[config.mk]
export PLATFORM = sky130hd
export DESIGN_NAME = sched_seq
export DESIGN_NICKNAME = d
export VERILOG_FILES = /design/src/rtl/sched_seq_pkg.sv /design/src/rtl/sched_task_map.sv /design/src/rtl/sched_task_pick.sv /design/src/rtl/sched_seq.sv
export SDC_FILE = /design/constraint.sdc
export NUM_CORES = 1
export LEC_CHECK = 0
export BUFFER_PORTS_ARGS = -buffer_cell sky130_fd_sc_hd__buf_2
export CAP_MARGIN = 30
export CORE_MARGIN = 3
export CORE_UTILIZATION = 50
export DETAILED_ROUTE_END_ITERATION = 16
export GPL_TIMING_DRIVEN = 0
export PLACE_DENSITY_LB_ADDON = 0.15
export SYNTH_ARGS = -nofsm -noshare
export SYNTH_HDL_FRONTEND = slang
export SYNTH_SLANG_ARGS = --single-unit
[constraint.sdc]
create_clock -name clk -period 5.54 [get_ports clk]
set_clock_uncertainty 0.15 [all_clocks]
set_input_delay 0.554 -clock clk [delete_from_list [all_inputs] [get_ports clk]]
set_output_delay 0.554 -clock clk [all_outputs]
set_load 0.01 [all_outputs]
[src/rtl/sched_seq_pkg.sv]
package sched_seq_pkg;

    typedef enum logic [1:0] {
        ST_IDLE = 2'd0,
        ST_OUT  = 2'd1,
        ST_WAIT = 2'd2,
        ST_IN   = 2'd3
    } seq_state_e;

endpackage

[src/rtl/sched_task_map.sv]
// Turns a schedule value into the output-phase and input-phase task masks.
module sched_task_map #(
    parameter int NUM_TASKS = 16,
    parameter int SEL_W     = 4,
    parameter int ID_W      = $clog2(NUM_TASKS)
) (
    input  logic [SEL_W-1:0]     sched,
    input  logic [ID_W-1:0]      single_task,
    output logic [NUM_TASKS-1:0] out_mask,
    output logic [NUM_TASKS-1:0] in_mask
);
    localparam int IN_BASE   = NUM_TASKS / 2;
    localparam int FIXED_OFS = SEL_W;

    logic [NUM_TASKS-1:0] list_out;
    logic [NUM_TASKS-1:0] list_in;

    always_comb begin
        list_out = '0;
        list_in  = '0;
        for (int b = 0; b < SEL_W; b++) begin
            list_out[b]           = sched[b];
            list_in[IN_BASE + b]  = sched[b];
        end
        list_out[FIXED_OFS]           = 1'b1;
        list_in[IN_BASE + FIXED_OFS]  = 1'b1;
    end

    always_comb begin
        if (sched == '0) begin
            out_mask = NUM_TASKS'(1) << single_task;
            in_mask  = '0;
        end else begin
            out_mask = list_out;
            in_mask  = list_in;
        end
    end

endmodule

[src/rtl/sched_task_pick.sv]
// Lowest-numbered pending task.
module sched_task_pick #(
    parameter int NUM_TASKS = 16,
    parameter int ID_W      = $clog2(NUM_TASKS)
) (
    input  logic [NUM_TASKS-1:0] pending,
    output logic                 found,
    output logic [ID_W-1:0]      idx
);
    always_comb begin
        found = |pending;
        idx   = '0;
        for (int i = NUM_TASKS - 1; i >= 0; i--) begin
            if (pending[i]) idx = ID_W'(i);
        end
    end
endmodule

[src/rtl/sched_seq.sv]
module sched_seq
    import sched_seq_pkg::*;
#(
    parameter int NUM_TASKS     = 16,
    parameter int SEL_W         = 4,
    parameter int REP_W         = 4,
    parameter int ONE_PASS_FROM = 10,
    parameter int ID_W          = $clog2(NUM_TASKS)
) (
    input  logic                 clk,
    input  logic                 rst_n,
    input  logic                 cfg_enable,
    input  logic [SEL_W-1:0]     cfg_sched,
    input  logic [ID_W-1:0]      cfg_task,
    input  logic [REP_W-1:0]     cfg_repeat,
    input  logic                 cfg_trig_sel,
    input  logic                 cfg_err_en,
    input  logic                 cfg_tirq_en,
    input  logic [ID_W-1:0]      cfg_tirq_task,
    input  logic                 err_clr,
    input  logic                 run_cmd,
    input  logic                 trig_a,
    input  logic                 trig_b,
    input  logic                 pwm_irq,
    input  logic [NUM_TASKS-1:0] task_done,
    output logic [NUM_TASKS-1:0] task_start,
    output logic                 sched_irq,
    output logic                 task_irq,
    output logic                 err_flag,
    output logic                 dbg_pulse
);
    typedef struct packed {
        seq_state_e            st;
        logic [NUM_TASKS-1:0]  pend;
        logic [ID_W-1:0]       cur;
        logic                  act;
        logic [REP_W-1:0]      reps;
        logic [SEL_W-1:0]      sched;
        logic [ID_W-1:0]       task_id;
        logic [NUM_TASKS-1:0]  start;
        logic                  sirq;
        logic                  tirq;
        logic                  dbg;
        logic                  err;
    } seq_regs_t;

    seq_regs_t r_q, r_d;

    logic [SEL_W-1:0]     map_sched;
    logic [ID_W-1:0]      map_task;
    logic [NUM_TASKS-1:0] map_out, map_in;
    logic                 pick_found;
    logic [ID_W-1:0]      pick_idx;
    logic [NUM_TASKS-1:0] pick_hot;
    logic                 trig_hit;
    logic                 one_pass;

    assign map_sched = (r_q.st == ST_IDLE) ? cfg_sched : r_q.sched;
    assign map_task  = (r_q.st == ST_IDLE) ? cfg_task  : r_q.task_id;

    sched_task_map #(.NUM_TASKS(NUM_TASKS), .SEL_W(SEL_W), .ID_W(ID_W)) u_map (
        .sched       (map_sched),
        .single_task (map_task),
        .out_mask    (map_out),
        .in_mask     (map_in)
    );

    sched_task_pick #(.NUM_TASKS(NUM_TASKS), .ID_W(ID_W)) u_pick (
        .pending (r_q.pend),
        .found   (pick_found),
        .idx     (pick_idx)
    );

    assign pick_hot = NUM_TASKS'(1) << pick_idx;
    assign trig_hit = cfg_trig_sel ? trig_b : trig_a;
    assign one_pass = (cfg_sched == '0) || (cfg_sched >= SEL_W'(ONE_PASS_FROM));

    always_comb begin
        r_d       = r_q;
        r_d.start = '0;
        r_d.sirq  = 1'b0;
        r_d.tirq  = 1'b0;
        r_d.dbg   = 1'b0;
        if (err_clr) r_d.err = 1'b0;

        unique case (r_q.st)
            ST_IDLE: begin
                if (run_cmd && cfg_enable && (cfg_repeat != '0)) begin
                    r_d.st      = ST_OUT;
                    r_d.pend    = map_out;
                    r_d.act     = 1'b0;
                    r_d.reps    = one_pass ? REP_W'(1) : cfg_repeat;
                    r_d.sched   = cfg_sched;
                    r_d.task_id = cfg_task;
                end
            end
            ST_OUT, ST_IN: begin
                if ((r_q.st == ST_OUT) && cfg_err_en && pwm_irq) begin
                    r_d.sirq = 1'b1;
                    r_d.err  = 1'b1;
                    r_d.st   = ST_IDLE;
                    r_d.pend = '0;
                    r_d.act  = 1'b0;
                end else if (r_q.act) begin
                    if (task_done[r_q.cur]) begin
                        r_d.act = 1'b0;
                        if (cfg_tirq_en && (r_q.cur == cfg_tirq_task)) r_d.tirq = 1'b1;
                    end
                end else if (pick_found) begin
                    r_d.start = pick_hot;
                    r_d.dbg   = 1'b1;
                    r_d.cur   = pick_idx;
                    r_d.act   = 1'b1;
                    r_d.pend  = r_q.pend & ~pick_hot;
                end else if (r_q.st == ST_OUT) begin
                    if (r_q.sched == '0) begin
                        r_d.sirq = 1'b1;
                        r_d.st   = ST_IDLE;
                    end else begin
                        r_d.st = ST_WAIT;
                    end
                end else begin
                    if (r_q.reps == REP_W'(1)) begin
                        r_d.sirq = 1'b1;
                        r_d.st   = ST_IDLE;
                    end else begin
                        r_d.reps = r_q.reps - REP_W'(1);
                        r_d.st   = ST_OUT;
                        r_d.pend = map_out;
                    end
                end
            end
            ST_WAIT: begin
                if (trig_hit) begin
                    r_d.st   = ST_IN;
                    r_d.pend = map_in;
                end
            end
            default: r_d.st = ST_IDLE;
        endcase
    end

    always_ff @(posedge clk) begin
        if (!rst_n) begin
            r_q <= '{st: ST_IDLE, default: '0};
        end else begin
            r_q <= r_d;
        end
    end

    assign task_start = r_q.start;
    assign sched_irq  = r_q.sirq;
    assign task_irq   = r_q.tirq;
    assign err_flag   = r_q.err;
    assign dbg_pulse  = r_q.dbg;

    p_run_gate_r1: assert property (@(posedge clk) disable iff (!rst_n)
        (r_q.st == ST_IDLE && (!cfg_enable || cfg_repeat == '0)) |=> (r_q.st == ST_IDLE));

    p_start_onehot_r4: assert property (@(posedge clk) disable iff (!rst_n)
        $onehot0(task_start));

    p_one_outstanding_r4: assert property (@(posedge clk) disable iff (!rst_n)
        (r_q.act && !task_done[r_q.cur]) |=> (task_start == '0));

    p_wait_hold_r5: assert property (@(posedge clk) disable iff (!rst_n)
        (r_q.st == ST_WAIT && !trig_hit) |=> (r_q.st == ST_WAIT));

    p_err_cause_r8: assert property (@(posedge clk) disable iff (!rst_n)
        $rose(err_flag) |-> $past(r_q.st == ST_OUT && pwm_irq && cfg_err_en));

    p_err_sticky_r9: assert property (@(posedge clk) disable iff (!rst_n)
        (err_flag && !err_clr) |=> err_flag);

    p_sirq_single_r12: assert property (@(posedge clk) disable iff (!rst_n)
        sched_irq |=> !sched_irq);

    p_tirq_single_r12: assert property (@(posedge clk) disable iff (!rst_n)
        task_irq |=> !task_irq);

endmodule

==> metrics.cfg, run 1 <==
[run_status]
status=finished clean

[cells_and_area]
fillers=602
final_cells=556
antenna_cells=0
nets=523
area_growth_pct=15.0
seq_area_um2=1100
drive_gt1_frac=0.230
multiInputGateArea_um2=2020
mostFrequentLayoutCell=buf_2
layout_common_cells=65 x buf_2, 55 x nor2_1, 55 x dfxtp_1, 31 x a21oi_1, 22 x nand2_1

[global_routing]
antenna_found_initial=0
grt_pass1_wl_um=15800
grt_pass1_vias=3153
grt_usage=0.261
overflow=0
grt_start_max_net_pins=20

[clocking]
cts_resized=0
ctsHoldBuffers=0
post_cts_buffers=0
root_buffer=clkbuf_8
cts_tree=built
cts_made_buffers=5
clkTransAtPathRegs_ns=0.10
clock_sinks=55
clock_latency_ns=0.32
htree_levels=2
cts_buffer_depth=2

[placement]
portBuffers=61
pre_cts_slack_ns=2.78
dp.cells=548
place_hpwl_um=7480
gp_congestion=0.977

[detailed_routing]
wl_um=9750
drt-initial-drc-count=349
avgRoutedWirePerCell_um=17.5
vias=3504
dr.pass1.iters=5
drt.antenna.violating_nets=0
viasPerCell=6.30
drc=0

[floorplanning]
die_width_um=88.0
dieArea_um2=7750
die_y_um=88.0
ios=63
row_count=29
start_util=0.524
core_area_um2=6420

[synth]
synth_edf_count=0
synth_area_um2=3360
ys_warn_count=0
synthCells=409
synthFlopType=dfxtp_1
synth_cell_types=68
synth.avg_cell_area_um2=8.22
async_flop_share=0
ys_ff_latch=55
yosysSeqAreaShare=0.327
syn_nets=454

[critical_path]
crit_chain=clkbuf_1, nor4_4, and4_1, a21oi_1, o21ai_1, nor3_1, o221a_2
worstPathMaxFanout=9
crit_slowest_cell=nor4_4
worstPathBufferInverterCount=1
arrival_ns=2.92
reg2reg_to=r_q[52]$_SDFFE_PN0P_
reg2reg_from=r_q[37]$_SDFFE_PN0P_
crit_type=reg2reg
worstSetupEndpointType=flip-flop
r2r_slack_ns=2.69
cp-start-kind=flip-flop
required_ns=5.61
crit_family=simple AND/OR/NAND/NOR gates
worstRegToRegCells=7
max_stage_delay_ns=0.55

[sta]
fmax_ghz=0.351
grt_setup_unrepaired=false
finalCritPeriodShare=0.515
fin_tns_setup_ns=0
final.setup.worst_slack_ns=2.69
final_max_slew_viol_count=0
tightest_slew_ns=0.931
hold_viol=0
period_needed_ns=2.85
max-slew-margin-rel=0.373
setup_viol_count_final=0

[pwr]
p_leak_uw=0.00159
p_sw_frac=0.384
combPwrFrac=0.338
power_frac_clock=0.234
p_total_uw=1030
p_sw_uw=397
intPower_uw=637
ir_worst_vdd_v=0.000138
seqPwrFrac=0.428
cellPowerDensity_nw_per_um2=267

[hold_path]
min_from=err_flag$_SDFF_PN0_
hold_end=err_flag$_SDFF_PN0_
hp-class=reg2reg
holdPathStages=2

[job]
drv_cap=0

[logic make-up after synthesis]
logic type,count (synthesis),synth area share
and+or+nand+nor,147,0.219
AOI/OAI and AO/OA,134,0.286
DFF,55,0.327
buffers and inverters,47,0.0714
muxes,19,0.0755
xor gates and xnor gates,5,0.0130
adders and majority gates,2,0.00744
[metal layers]
layer,up-vias,part of all wire,global-route usage
met5,-,0,0
met4,0,0.021,0.0769
met3,26,0.080,0.0310
met2,201,0.45,0.418
met1,1604,0.45,0.369
li1,1673,-,-
[worst max-delay path by stage]
stage,from,endpoint,slack [ns],cells past startpoint
2_1_floorplan,cfg_sched[0],r_q[44]$_SDFFE_PN0P_,3.20,6
3_3_place_gp,r_q[37]$_SDFFE_PN0P_,r_q[41]$_SDFFE_PN0P_,2.80,8
3_5_place_dp,r_q[37]$_SDFFE_PN0P_,r_q[41]$_SDFFE_PN0P_,2.78,8
4_1_cts,r_q[37]$_SDFFE_PN0P_,r_q[52]$_SDFFE_PN0P_,2.76,7
5_1_grt,r_q[37]$_SDFFE_PN0P_,r_q[37]$_SDFFE_PN0P_,2.50,8
6_report,r_q[37]$_SDFFE_PN0P_,r_q[52]$_SDFFE_PN0P_,2.69,7
[registers in the layout, summed over array words and instances, names as in the netlist, named ones only]
name        cells
err_flag        1
dbg_pulse       1
sched_irq       1
task_start     16
task_irq        1
r_q            34
[synthesized netlist by cell type, types with 3 or more instances]
| library cell | n | share of area |
|---|---|---|
| or4_1 | 6 | 0.013 |
| o21a_1 | 5 | 0.011 |
| nand2b_1 | 5 | 0.0093 |
| a22o_1 | 3 | 0.0078 |
| xor2_1 | 5 | 0.013 |
| nor3_1 | 14 | 0.021 |
| and3_1 | 3 | 0.0056 |
| clkbuf_1 | 16 | 0.018 |
| mux4_2 | 5 | 0.033 |
| nand2_1 | 22 | 0.025 |
| o31ai_1 | 7 | 0.016 |
| nand3_1 | 13 | 0.019 |
| inv_1 | 11 | 0.012 |
| a21oi_1 | 31 | 0.046 |
| nor2_1 | 55 | 0.061 |
| o31a_1 | 3 | 0.0078 |
| a22oi_1 | 3 | 0.0067 |
| o22ai_1 | 6 | 0.011 |
| a31oi_1 | 13 | 0.024 |
| nor2b_1 | 7 | 0.013 |
| buf_4 | 16 | 0.036 |
| a221o_1 | 5 | 0.015 |
| nor4_1 | 7 | 0.013 |
| a21o_1 | 6 | 0.013 |
| buf_2 | 3 | 0.0045 |
| o211ai_1 | 5 | 0.011 |
| nand4_1 | 3 | 0.0056 |
| mux2i_1 | 13 | 0.039 |
| dfxtp_1 | 55 | 0.33 |
| o21ai_0 | 14 | 0.021 |
[worst register-to-register path, cell delays in order (launching register included)]
cell and delay, ns:
dfxtp_1 0.31, clkbuf_1 0.24, nor4_4 0.55, and4_1 0.44, a21oi_1 0.16, o21ai_1 0.49
nor3_1 0.13, o221a_2 0.27
[power by group through the flow]
stage,clock network [uW],registers (uW),logic (uW)
2_1_floorplan,0,444,248
3_3_place_gp,0,451,340
3_5_place_dp,0,451,342
4_1_cts,245,442,343
5_1_grt,257,446,384
6_report,241,443,350
[cell type report]
cell class,instances,share of cell area
sequential,55,0.285
clock inverter,3,0.00712
clock buffer,5,0.0178
multi-input combinational,307,0.523
buffer,36,0.0515
timing repair buffer,62,0.0803
inverter,11,0.0107
tap,77,0.0249
[through the flow]
step                      cell area, um^2  hold WS (ns)   util
after floorplan                      3360         0.340      -
after global placement               3760         0.305  0.586
after detailed placement             3770         0.313  0.587
after CTS                            3870         0.328  0.602
after global routing                 3870         0.362  0.602
final                                3870         0.328  0.602
Note: power is estimated with default switching activity, not from simulation.
==> inputs of run 2 (changes only) <==
==> constraint.sdc (replaced) <==
create_clock -name clk -period 2.3 [get_ports clk]
set_clock_uncertainty 0.15 [all_clocks]
set_input_delay 0.23 -clock clk [delete_from_list [all_inputs] [get_ports clk]]
set_output_delay 0.23 -clock clk [all_outputs]
set_load 0.01 [all_outputs]
==> run 2 against run 1 <==
Against the previous run: the run now ends with setup timing left; final cell count increased by 3.2%; combinational power increased to 3.2 times the previous value; flip-flop and latch count unchanged; largest power group is now combinational cells; worst setup slack got worse by 2.7 ns; largest cell class unchanged; clock power increased by 140%; register-to-register slack got worse by 2.7 ns; worst hold slack got worse by 0.31 ns; sequential power increased by 150%; sequential share of layout area decreased by 2.4 points.
==> metrics.cfg, run 2 (same netlist as run 1, synthesis figures left out) <==
[run_status]
status=finished with violations
violations=setup timing

[cells_and_area]
fillers=553
antenna_cells=0
nets=541
final_area_um2=4310
drive_gt1_frac=0.362
largest_reg_flops=34
top_register=r_q
layout_common_cells=65 x buf_2, 54 x nor2_1, 44 x dfxtp_1, 36 x buf_4, 28 x a21oi_1
area_growth_pct=28.2
mostFrequentLayoutCell=buf_2
final_cells=574

[clocking]
cts_buffer_depth=2
cts_made_buffers=5
clkTransAtPathRegs_ns=0.11
cts_tree=built
clock_sinks=55
ctsHoldBuffers=0
root_buffer=clkbuf_8
clock_latency_ns=0.32
htree_levels=2

[sta]
tightest_slew_ns=0.819
fmax_ghz=0.424
setup_viol_count_final=2
final_max_slew_viol_count=0
timing.hold.ws_ns=0.0183
fin_tns_setup_ns=-0.104
max-slew-margin-rel=0.449
finalCritPeriodShare=1.03
period_needed_ns=2.36
grt_setup_unrepaired=true
hold_viol=0
final.setup.worst_slack_ns=-0.0594

[floorplanning]
core_area_um2=6420
dieArea_um2=7750
die_width_um=88.0
start_util=0.524
ios=63
row_count=29
die_y_um=88.0

[detailed_routing]
wl_um=10400
vias=3564
drc=0
viasPerCell=6.21
drt-initial-drc-count=376
drt.antenna.violating_nets=0
avgRoutedWirePerCell_um=18.1
dr.pass1.iters=5

[pwr]
cellPowerDensity_nw_per_um2=646
p_sw_uw=1070
combPwrFrac=0.401
power_frac_clock=0.209
ir_worst_vdd_v=0.000367
intPower_uw=1720
seqPwrFrac=0.390
p_sw_frac=0.383
p_leak_uw=0.00177

[critical_path]
r2r_slack_ns=-0.06
crit_type=reg2reg
crit_chain=nor4_4, buf_4, nand4_1, o211ai_1, a22o_1, nor2_1, a221o_1
required_ns=2.36
worstSetupEndpointType=flip-flop
reg2reg_to=r_q[46]$_SDFFE_PN0P_
crit_family=compound AO/OA/AOI/OAI gates
cp-start-kind=flip-flop
worstRegToRegCells=7
arrival_ns=2.42
crit_path_start=r_q[38]$_SDFFE_PN0P_
max_stage_delay_ns=0.39
worstPathBufferInverterCount=1
crit_slowest_cell=nor4_4
worstPathMaxFanout=4
reg2reg_from=r_q[38]$_SDFFE_PN0P_

[placement]
gp_congestion=0.977
dp.cells=548
pre_cts_slack_ns=-0.458
place_hpwl_um=7480
portBuffers=61
placed_area_um2=3770

[global_routing]
grt_usage=0.267
overflow=0
grt_pass1_vias=3226
grt_pass1_wl_um=16200
grt_start_max_net_pins=20
antenna_found_initial=0

[hold_path]
hold_end=err_flag$_SDFF_PN0_
min_from=err_clr
hp-class=in2reg
holdPathStages=3

[job]
drv_cap=0

[run 2: cell count changes in the layout (fill, tap and decap cells not counted), moves of 3 or more]
cell      delta
or4_1        -3
or4_4        +3
a21oi_1      -3
nor4_1       -3
nor3_1       -3
clkbuf_1    -10
dfxtp_2      +8
buf_6        +3
dfxtp_4      +3
clkbuf_2     +3
nor4_4       +3
buf_4       +20
dfxtp_1     -11
[run 2: repair_timing]
action / 4_1_cts / 5_1_grt
setup buffers: 6 / 15
hold endpoints to repair: 0 / 0
pin swaps: 3 / 17
gates resized for setup: 33 / 51
gates cloned: 0 / 0
setup endpoints to repair: 48 / 44
[run 2: per-stage QoR]
step                      power (uW)   util
final                           2790  0.671
after global routing            2920  0.671
after CTS                       2590  0.626
after detailed placement        1910  0.587
after global placement          1900  0.586
after floorplan                 1670      -
[run 2: cell type report]
class / count / area (um^2) / share of cell area
multi-input cells: 307 / 2250 / 0.523
clock inverters: 3 / 27.5 / 0.00638
repair buffers: 83 / 484 / 0.112
flip-flops and latches: 55 / 1120 / 0.260
inverters: 11 / 41.3 / 0.00958
well taps: 77 / 96.3 / 0.0223
plain buffers: 33 / 218 / 0.0505
clock buffers: 5 / 68.8 / 0.0160
[run 2: worst max path at each step]
stage	endpoint	slack, ns	depth (start not counted)
2_1_floorplan	r_q[46]$_SDFFE_PN0P_	0.08	6
3_3_place_gp	r_q[41]$_SDFFE_PN0P_	-0.44	8
3_5_place_dp	r_q[41]$_SDFFE_PN0P_	-0.46	8
4_1_cts	r_q[46]$_SDFFE_PN0P_	-0.03	6
5_1_grt	r_q[48]$_SDFFE_PN0P_	-0.13	7
6_report	r_q[46]$_SDFFE_PN0P_	-0.06	7
[run 2: power groups by stage]
stage / Combinational [uW] / Sequential, uW / Clock (uW)
after global placement: 818 / 1090 / 0
after detailed placement: 823 / 1090 / 0
after floorplan: 597 / 1070 / 0
after CTS: 922 / 1080 / 590
after global routing: 1200 / 1090 / 620
final: 1120 / 1090 / 581
[run 2: metal layers]
metal | routed length (um) | vias to the layer above | GRT usage
met5 | 0 | - | 0
met4 | 186 | 0 | 0.0975
met3 | 743 | 25 | 0.0357
met2 | 4840 | 181 | 0.421
met1 | 4590 | 1648 | 0.374
li1 | - | 1710 | -
[run 2: worst min-delay path: cells and delay by family]
family | cells | cell delay [ns]
AND/OR/NAND/NOR | 1 | 0.08
buffers and inverters | 1 | 0.07
AO/OA/AOI/OAI | 1 | 0.06
